===== src/rtl/ps_cfg_pkg.sv =====
package ps_cfg_pkg;
  typedef enum logic [2:0] {
    LD_IDLE,
    LD_PULSE,
    LD_WAIT,
    LD_SHIFT,
    LD_TRAIL
  } ld_state_e;
endpackage


===== src/rtl/ps_cfg_sync.sv =====
module ps_cfg_sync #(
  parameter int WIDTH  = 2,
  parameter int STAGES = 2
) (
  input  logic             clk,
  input  logic             rst,
  input  logic [WIDTH-1:0] d,
  output logic [WIDTH-1:0] q
);
  logic [WIDTH-1:0] pipe [STAGES];

  for (genvar g = 0; g < STAGES; g++) begin : g_stage
    if (g == 0) begin : g_first
      always_ff @(posedge clk) begin
        if (rst) pipe[g] <= '0;
        else     pipe[g] <= d;
      end
    end else begin : g_next
      always_ff @(posedge clk) begin
        if (rst) pipe[g] <= '0;
        else     pipe[g] <= pipe[g-1];
      end
    end
  end

  assign q = pipe[STAGES-1];
endmodule


===== src/rtl/ps_cfg_timer.sv =====
module ps_cfg_timer #(
  parameter int WIDTH = 8
) (
  input  logic             clk,
  input  logic             rst,
  input  logic             load,
  input  logic [WIDTH-1:0] load_val,
  output logic             zero
);
  logic [WIDTH-1:0] cnt;

  always_ff @(posedge clk) begin
    if (rst)              cnt <= '0;
    else if (load)        cnt <= load_val;
    else if (cnt != '0)   cnt <= cnt - WIDTH'(1);
  end

  assign zero = (cnt == '0);
endmodule


===== src/rtl/ps_cfg_tick.sv =====
module ps_cfg_tick #(
  parameter int DIV = 2
) (
  input  logic clk,
  input  logic rst,
  input  logic run,
  output logic tick
);
  localparam int CW = (DIV > 1) ? $clog2(DIV) : 1;
  localparam logic [CW-1:0] LAST = CW'(DIV - 1);

  logic [CW-1:0] cnt;

  always_ff @(posedge clk) begin
    if (rst || !run)       cnt <= '0;
    else if (cnt == LAST)  cnt <= '0;
    else                   cnt <= cnt + CW'(1);
  end

  assign tick = run && (cnt == LAST);
endmodule


===== src/rtl/ps_cfg_shift.sv =====
module ps_cfg_shift #(
  parameter int BITS = 8
) (
  input  logic            clk,
  input  logic            rst,
  input  logic            clr,
  input  logic            ld,
  input  logic [BITS-1:0] ld_word,
  input  logic            tick,
  input  logic            trail,
  output logic            dclk,
  output logic            data0,
  output logic            empty,
  output logic            fall,
  output logic            word_done
);
  localparam int RW = $clog2(BITS + 1);

  logic [BITS-1:0] sh;
  logic [RW-1:0]   rem;
  logic            active;

  assign active    = trail || (rem != '0);
  assign empty     = (rem == '0);
  assign fall      = tick && dclk && active;
  assign word_done = fall && !trail && (rem == RW'(1));

  always_ff @(posedge clk) begin
    if (rst || clr) begin
      dclk  <= 1'b0;
      data0 <= 1'b0;
      rem   <= '0;
      sh    <= '0;
    end else if (ld && empty && !trail) begin
      // first bit is presented while the clock is low
      data0 <= ld_word[0];
      sh    <= ld_word >> 1;
      rem   <= RW'(BITS);
    end else if (tick && active) begin
      if (!dclk) begin
        dclk <= 1'b1;
      end else begin
        dclk <= 1'b0;
        if (trail) begin
          data0 <= 1'b0;
        end else begin
          data0 <= sh[0];
          sh    <= sh >> 1;
          rem   <= rem - RW'(1);
        end
      end
    end
  end
endmodule


===== src/rtl/ps_cfg_loader.sv =====
module ps_cfg_loader #(
  parameter int WORD_BITS  = 8,
  parameter int CLK_DIV    = 4,
  parameter int PULSE_CYC  = 16,
  parameter int STAT_WAIT  = 2000,
  parameter int TRAIL_CLKS = 8,
  parameter int DONE_LIMIT = 64
) (
  input  logic                 clk,
  input  logic                 rst,
  input  logic                 s_valid,
  output logic                 s_ready,
  input  logic [WORD_BITS-1:0] s_data,
  input  logic                 s_first,
  input  logic                 s_last,
  output logic                 cfg_n_o,
  output logic                 dclk_o,
  output logic                 data0_o,
  input  logic                 status_n_i,
  input  logic                 cfg_done_i,
  output logic                 busy,
  output logic                 load_done,
  output logic                 load_err
);
  import ps_cfg_pkg::*;

  localparam int TMAX = (PULSE_CYC > STAT_WAIT) ? PULSE_CYC : STAT_WAIT;
  localparam int TW   = $clog2(TMAX + 1);
  localparam int CW   = $clog2(DONE_LIMIT + 1);

  ld_state_e state;
  logic      last_seen;
  logic [CW-1:0] trail_cnt;

  logic [1:0] sync_q;
  logic       stat_s, done_s;

  logic          tmr_load, tmr_zero;
  logic [TW-1:0] tmr_val;

  logic tick, sh_clr, sh_empty, sh_fall, sh_word_done, accept;
  logic trail_ok, trail_to;

  ps_cfg_sync #(.WIDTH(2), .STAGES(2)) u_sync (
    .clk (clk),
    .rst (rst),
    .d   ({status_n_i, cfg_done_i}),
    .q   (sync_q)
  );
  assign stat_s = sync_q[1];
  assign done_s = sync_q[0];

  ps_cfg_timer #(.WIDTH(TW)) u_timer (
    .clk      (clk),
    .rst      (rst),
    .load     (tmr_load),
    .load_val (tmr_val),
    .zero     (tmr_zero)
  );

  ps_cfg_tick #(.DIV(CLK_DIV)) u_tick (
    .clk  (clk),
    .rst  (rst),
    .run  ((state == LD_SHIFT) || (state == LD_TRAIL)),
    .tick (tick)
  );

  ps_cfg_shift #(.BITS(WORD_BITS)) u_shift (
    .clk       (clk),
    .rst       (rst),
    .clr       (sh_clr),
    .ld        (accept),
    .ld_word   (s_data),
    .tick      (tick),
    .trail     (state == LD_TRAIL),
    .dclk      (dclk_o),
    .data0     (data0_o),
    .empty     (sh_empty),
    .fall      (sh_fall),
    .word_done (sh_word_done)
  );

  assign s_ready  = (state == LD_SHIFT) && sh_empty && !last_seen && stat_s;
  assign accept   = s_valid && s_ready;
  assign busy     = (state != LD_IDLE);
  assign trail_ok = !dclk_o && (trail_cnt >= CW'(TRAIL_CLKS)) && done_s;
  assign trail_to = (trail_cnt >= CW'(DONE_LIMIT));

  always_comb begin
    tmr_load = 1'b0;
    tmr_val  = '0;
    sh_clr   = 1'b0;
    unique case (state)
      LD_IDLE: begin
        if (s_valid && s_first) begin
          tmr_load = 1'b1;
          tmr_val  = TW'(PULSE_CYC - 1);
        end
      end
      LD_PULSE: begin
        if (tmr_zero) begin
          tmr_load = 1'b1;
          tmr_val  = TW'(STAT_WAIT);
        end
      end
      LD_WAIT:  ;
      LD_SHIFT: sh_clr = !stat_s;
      LD_TRAIL: sh_clr = !stat_s || trail_ok || trail_to;
      default:  ;
    endcase
  end

  always_ff @(posedge clk) begin
    if (rst) begin
      state     <= LD_IDLE;
      cfg_n_o   <= 1'b1;
      load_done <= 1'b0;
      load_err  <= 1'b0;
      last_seen <= 1'b0;
      trail_cnt <= '0;
    end else begin
      unique case (state)
        LD_IDLE: begin
          if (s_valid && s_first) begin
            state     <= LD_PULSE;
            cfg_n_o   <= 1'b0;
            load_done <= 1'b0;
            load_err  <= 1'b0;
            last_seen <= 1'b0;
            trail_cnt <= '0;
          end
        end
        LD_PULSE: begin
          if (tmr_zero) begin
            cfg_n_o <= 1'b1;
            state   <= LD_WAIT;
          end
        end
        LD_WAIT: begin
          if (stat_s) begin
            state <= LD_SHIFT;
          end else if (tmr_zero) begin
            load_err <= 1'b1;
            state    <= LD_IDLE;
          end
        end
        LD_SHIFT: begin
          if (!stat_s) begin
            load_err <= 1'b1;
            state    <= LD_IDLE;
          end else begin
            if (accept && s_last) last_seen <= 1'b1;
            if (sh_word_done && last_seen) state <= LD_TRAIL;
          end
        end
        LD_TRAIL: begin
          if (!stat_s) begin
            load_err <= 1'b1;
            state    <= LD_IDLE;
          end else if (trail_ok) begin
            load_done <= 1'b1;
            state     <= LD_IDLE;
          end else if (trail_to) begin
            load_err <= 1'b1;
            state    <= LD_IDLE;
          end else if (sh_fall) begin
            trail_cnt <= trail_cnt + CW'(1);
          end
        end
        default: state <= LD_IDLE;
      endcase
    end
  end
endmodule


===== config.mk =====
export PLATFORM = sky130hd
export DESIGN_NAME = ps_cfg_loader
export DESIGN_NICKNAME = d
export VERILOG_FILES = /design/src/rtl/ps_cfg_pkg.sv /design/src/rtl/ps_cfg_sync.sv /design/src/rtl/ps_cfg_timer.sv /design/src/rtl/ps_cfg_tick.sv /design/src/rtl/ps_cfg_shift.sv /design/src/rtl/ps_cfg_loader.sv
export SDC_FILE = /design/constraint.sdc
export NUM_CORES = 1
export LEC_CHECK = 0
export ABC_CLOCK_PERIOD_IN_PS = 5400
export BUFFER_PORTS_ARGS = -buffer_cell sky130_fd_sc_hd__buf_2
export CAP_MARGIN = 20
export CORE_ASPECT_RATIO = 0.75
export CORE_UTILIZATION = 60
export DETAILED_ROUTE_END_ITERATION = 7
export PLACE_DENSITY = 0.84
export SETUP_SLACK_MARGIN = 0.4
export SYNTH_ARGS = -nofsm -noshare
export SYNTH_HDL_FRONTEND = slang
export SYNTH_SLANG_ARGS = --single-unit

===== constraint.sdc =====
create_clock -name clk -period 5.4 [get_ports clk]
set_input_delay 1.08 -clock clk [delete_from_list [all_inputs] [get_ports clk]]
set_output_delay 1.08 -clock clk [all_outputs]
set_load 0.03 [all_outputs]

==> insert_results.sql <==
INSERT INTO impl_metrics (metric_group, metric, value, unit) VALUES
('run_status', 'outcome', 'finished, final reports clean', ''),
('finish', 'post_route_cells_drive_above_1_share', '0.143', ''),
('timing', 'timing.final.crit_period', '2.76', 'ns'),
('worst_setup_path', 'ff2ff_setup_slack', '3.28', 'ns'),
('finish', 'finalInstanceArea', '2340', 'um^2'),
('detailed_routing', 'routed_via_density', '5.71', ''),
('worst_setup_path', 'r2r_start', 'u_timer.cnt[0]', ''),
('timing', 'max_freq', '362', 'MHz'),
('yosys', 'synth-seq-cells', '44', ''),
('power', 'total_leakage_power', '0.000898', 'uW'),
('timing', 'maxSlewViolCount', '0', ''),
('worst_setup_path', 'arrival', '1.68', 'ns'),
('clock_network', 'clk_pin_slew_worst_paths', '0.08', 'ns'),
('worst_hold_path', 'min_to', 'u_tick.cnt[0]', ''),
('worst_hold_path', 'min-delay-start', 'u_tick.cnt[0]', ''),
('timing', 'max_slew_margin_vs_limit', '0.614', ''),
('global_route', 'grt_max_degree', '22', ''),
('yosys', 'ys_async_sr_fraction', '0', ''),
('die', 'placeableCoreArea', '3380', 'um^2'),
('detailed_routing', 'vias', '1742', ''),
('yosys', 'synth_cells', '249', ''),
('detailed_routing', 'postRouteAntennaNets', '0', ''),
('place', 'post_placement_cell_area', '2250', 'um^2'),
('global_route', 'number_of_global_route_vias_before_repair', '1482', ''),
('yosys', 'syn-mean-instance-area', '8.74', 'um^2'),
('yosys', 'synthesis_warning_total', '0', ''),
('worst_setup_path', 'ff2ff_path_depth', '7', ''),
('detailed_routing', 'drt-total-wl', '4.10', 'mm'),
('clock_network', 'cts_repair_resize_count', '0', ''),
('timing', 'final_hold_viol_count', '0', ''),
('finish', 'instances_no_fill', '305', ''),
('power', 'totalPowerFinal', '999', 'uW'),
('finish', 'diodes', '0', ''),
('worst_setup_path', 'crit_type', 'reg -> out', ''),
('finish', 'areaGrowthSynthToFinish', '7.64', '%'),
('worst_hold_path', 'worstHoldPathType', 'reg -> reg', ''),
('clock_network', 'post_cts.repair.setup_buffers', '0', ''),
('worst_hold_path', 'holdPathStages', '1', ''),
('yosys', 'synth.net_count', '270', ''),
('timing', 'report.final.setup_viol', '0', ''),
('clock_network', 'cts_hold_buffers_added', '0', ''),
('worst_setup_path', 'endpoint_kind', 'primary output', ''),
('global_route', 'groute.usage.overall', '0.234', ''),
('clock_network', 'cts_tree', 'yes', ''),
('worst_setup_path', 'nature_of_the_critical_path_startpoint', 'flip-flop', ''),
('die', 'chipHeight', '54.2', 'um'),
('place', 'placement.io_buffers', '21', ''),
('worst_setup_path', 'worst-endpoint-required', '4.32', 'ns'),
('yosys', 'synth-seq-area-share', '0.405', ''),
('job', 'cap_violations', '0', ''),
('clock_network', 'clock_path_buffers', '2', ''),
('timing', 'max_slew.worst_pin.slew', '0.578', 'ns'),
('yosys', 'distinct_cells_synth', '48', ''),
('worst_setup_path', 'rr_endpoint', 'state[0]', ''),
('yosys', 'yosys_most_used_dff', 'sky130_fd_sc_hd__dfxtp_1', ''),
('die', 'num_rows', '18', ''),
('place', 'dp_cells', '297', ''),
('timing', 'timing.setup.tns', '0', 'ns'),
('power', 'power_density', '426', 'nW/um^2'),
('timing', 'period_share', '0.512', ''),
('yosys', 'synth_edf_count', '0', ''),
('die', 'count_of_boundary_i_o_pins', '22', ''),
('timing', 'grt_setup_unrepaired', 'no', ''),
('yosys', 'netlist_area', '2180', 'um^2'),
('global_route', 'grt_first_pass_wirelength', '6.89', 'mm'),
('worst_setup_path', 'cpPeakStageDelay', '0.40', 'ns'),
('detailed_routing', 'drt-wirelength-per-cell', '13.5', 'um'),
('detailed_routing', 'detail_route.drc_violations', '0', ''),
('place', 'detailedPlacementHpwl', '2.84', 'mm'),
('worst_setup_path', 'critPathSlowestCell', 'sky130_fd_sc_hd__or3b_1', ''),
('die', 'die_w', '71.6', 'um');
metal layers:
metal | track usage | vias to the layer above | part of all wire
met4 | 0.0817 | 0 | 0.012
li1 | - | 907 | -
met3 | 0.0506 | 7 | 0.039
met2 | 0.362 | 38 | 0.44
met5 | 0 | - | 0
met1 | 0.328 | 790 | 0.51
sequential cells by signal, indices dropped and copies added, names as in the netlist, 2 cells and up:
name and flops:
u_tick.cnt 2, u_sync.pipe 4, trail_cnt 7, state 3
u_shift.sh 7, u_shift.rem 4, u_timer.cnt 11
worst max-delay path: cells and delay by family, from the launching register on:
kind / cells / cell delay (ns)
flip-flops: 1 / 0.35
AND/OR/NAND/NOR: 2 / 0.59
buffers and inverters: 2 / 0.30
adder cells (fa/ha/maj): 1 / 0.16
power breakdown:
group	switching [uW]	internal (uW)	total (uW)
clock network	109	102	212
logic	208	148	356
registers	55.6	375	431
cell usage in the layout (no fill, tap or decap), types with 2 or more instances in the layout:
master,n
sky130_fd_sc_hd__buf_2,21
sky130_fd_sc_hd__o21ai_0,6
sky130_fd_sc_hd__clkbuf_8,6
sky130_fd_sc_hd__clkinv_2,2
sky130_fd_sc_hd__and3_1,2
sky130_fd_sc_hd__mux2i_1,6
sky130_fd_sc_hd__a31oi_1,3
sky130_fd_sc_hd__nor2_1,34
sky130_fd_sc_hd__nand2_1,21
sky130_fd_sc_hd__nor3_1,8
sky130_fd_sc_hd__nand2b_1,3
sky130_fd_sc_hd__a21oi_1,16
sky130_fd_sc_hd__nand4_1,6
sky130_fd_sc_hd__a311oi_1,2
sky130_fd_sc_hd__or3_1,4
sky130_fd_sc_hd__dfxtp_1,44
sky130_fd_sc_hd__ha_1,6
sky130_fd_sc_hd__a211oi_1,9
sky130_fd_sc_hd__nand3b_1,3
sky130_fd_sc_hd__and2_1,2
sky130_fd_sc_hd__xor2_1,12
sky130_fd_sc_hd__nor3b_1,2
sky130_fd_sc_hd__inv_1,7
sky130_fd_sc_hd__o22ai_1,2
sky130_fd_sc_hd__nor4_1,2
sky130_fd_sc_hd__o21a_1,2
sky130_fd_sc_hd__nor2b_1,8
sky130_fd_sc_hd__xnor2_1,5
kinds of logic (layout without fill, tap and decap cells):
kind of cell / count (synthesis) / after routing / share of synthesized area
AND/OR/NAND/NOR: 105 / 105 / 0.250
AO/OA/AOI/OAI: 50 / 50 / 0.162
flip-flops: 44 / 44 / 0.405
buffers and inverters: 21 / 37 / 0.0529
XOR/XNOR: 17 / 17 / 0.0684
adder cells (fa/ha/maj): 6 / 6 / 0.0345
multiplexers: 6 / 6 / 0.0276
layout make-up:
| class | instances | area, um^2 |
|---|---|---|
| flip-flops and latches | 44 | 881 |
| repair buffers | 22 | 113 |
| multi-input cells | 184 | 1180 |
| well taps | 40 | 50.0 |
| clock buffers | 6 | 82.6 |
| fillers | 271 | 1030 |
| inverters | 7 | 26.3 |
| clock inverters | 2 | 10.0 |
stage by stage:
step / util / worst slack [ns]
6_report: 0.694 / 2.64
5_1_grt: 0.694 / 2.50
4_1_cts: 0.694 / 2.63
3_5_place_dp: 0.666 / 2.97
3_3_place_gp: 0.666 / 2.98
2_1_floorplan: - / 2.96
synthesized netlist by cell type (all sizes together), types with 7 or more instances:
library cell,number,area share
a211oi,10,0.037
a21oi,17,0.041
buf,9,0.032
nor2b,8,0.023
dfxtp,44,0.40
nand2,21,0.036
nor3,9,0.023
xor2,12,0.048
nor2,34,0.059
o21ai,7,0.016
inv,7,0.012
worst max-delay path by stage:
stage / from / to / slack (ns) / cells past startpoint
finish: u_shift.rem[0] / s_ready / 2.64 / 5
global route: u_shift.rem[0] / s_ready / 2.50 / 5
CTS: u_shift.rem[0] / s_ready / 2.63 / 5
detailed placement: u_shift.rem[0] / s_ready / 2.97 / 5
global placement: u_shift.rem[0] / s_ready / 2.98 / 5
floorplan: u_shift.rem[0] / s_ready / 2.96 / 4
Note: power is estimated with default switching activity, not from simulation.
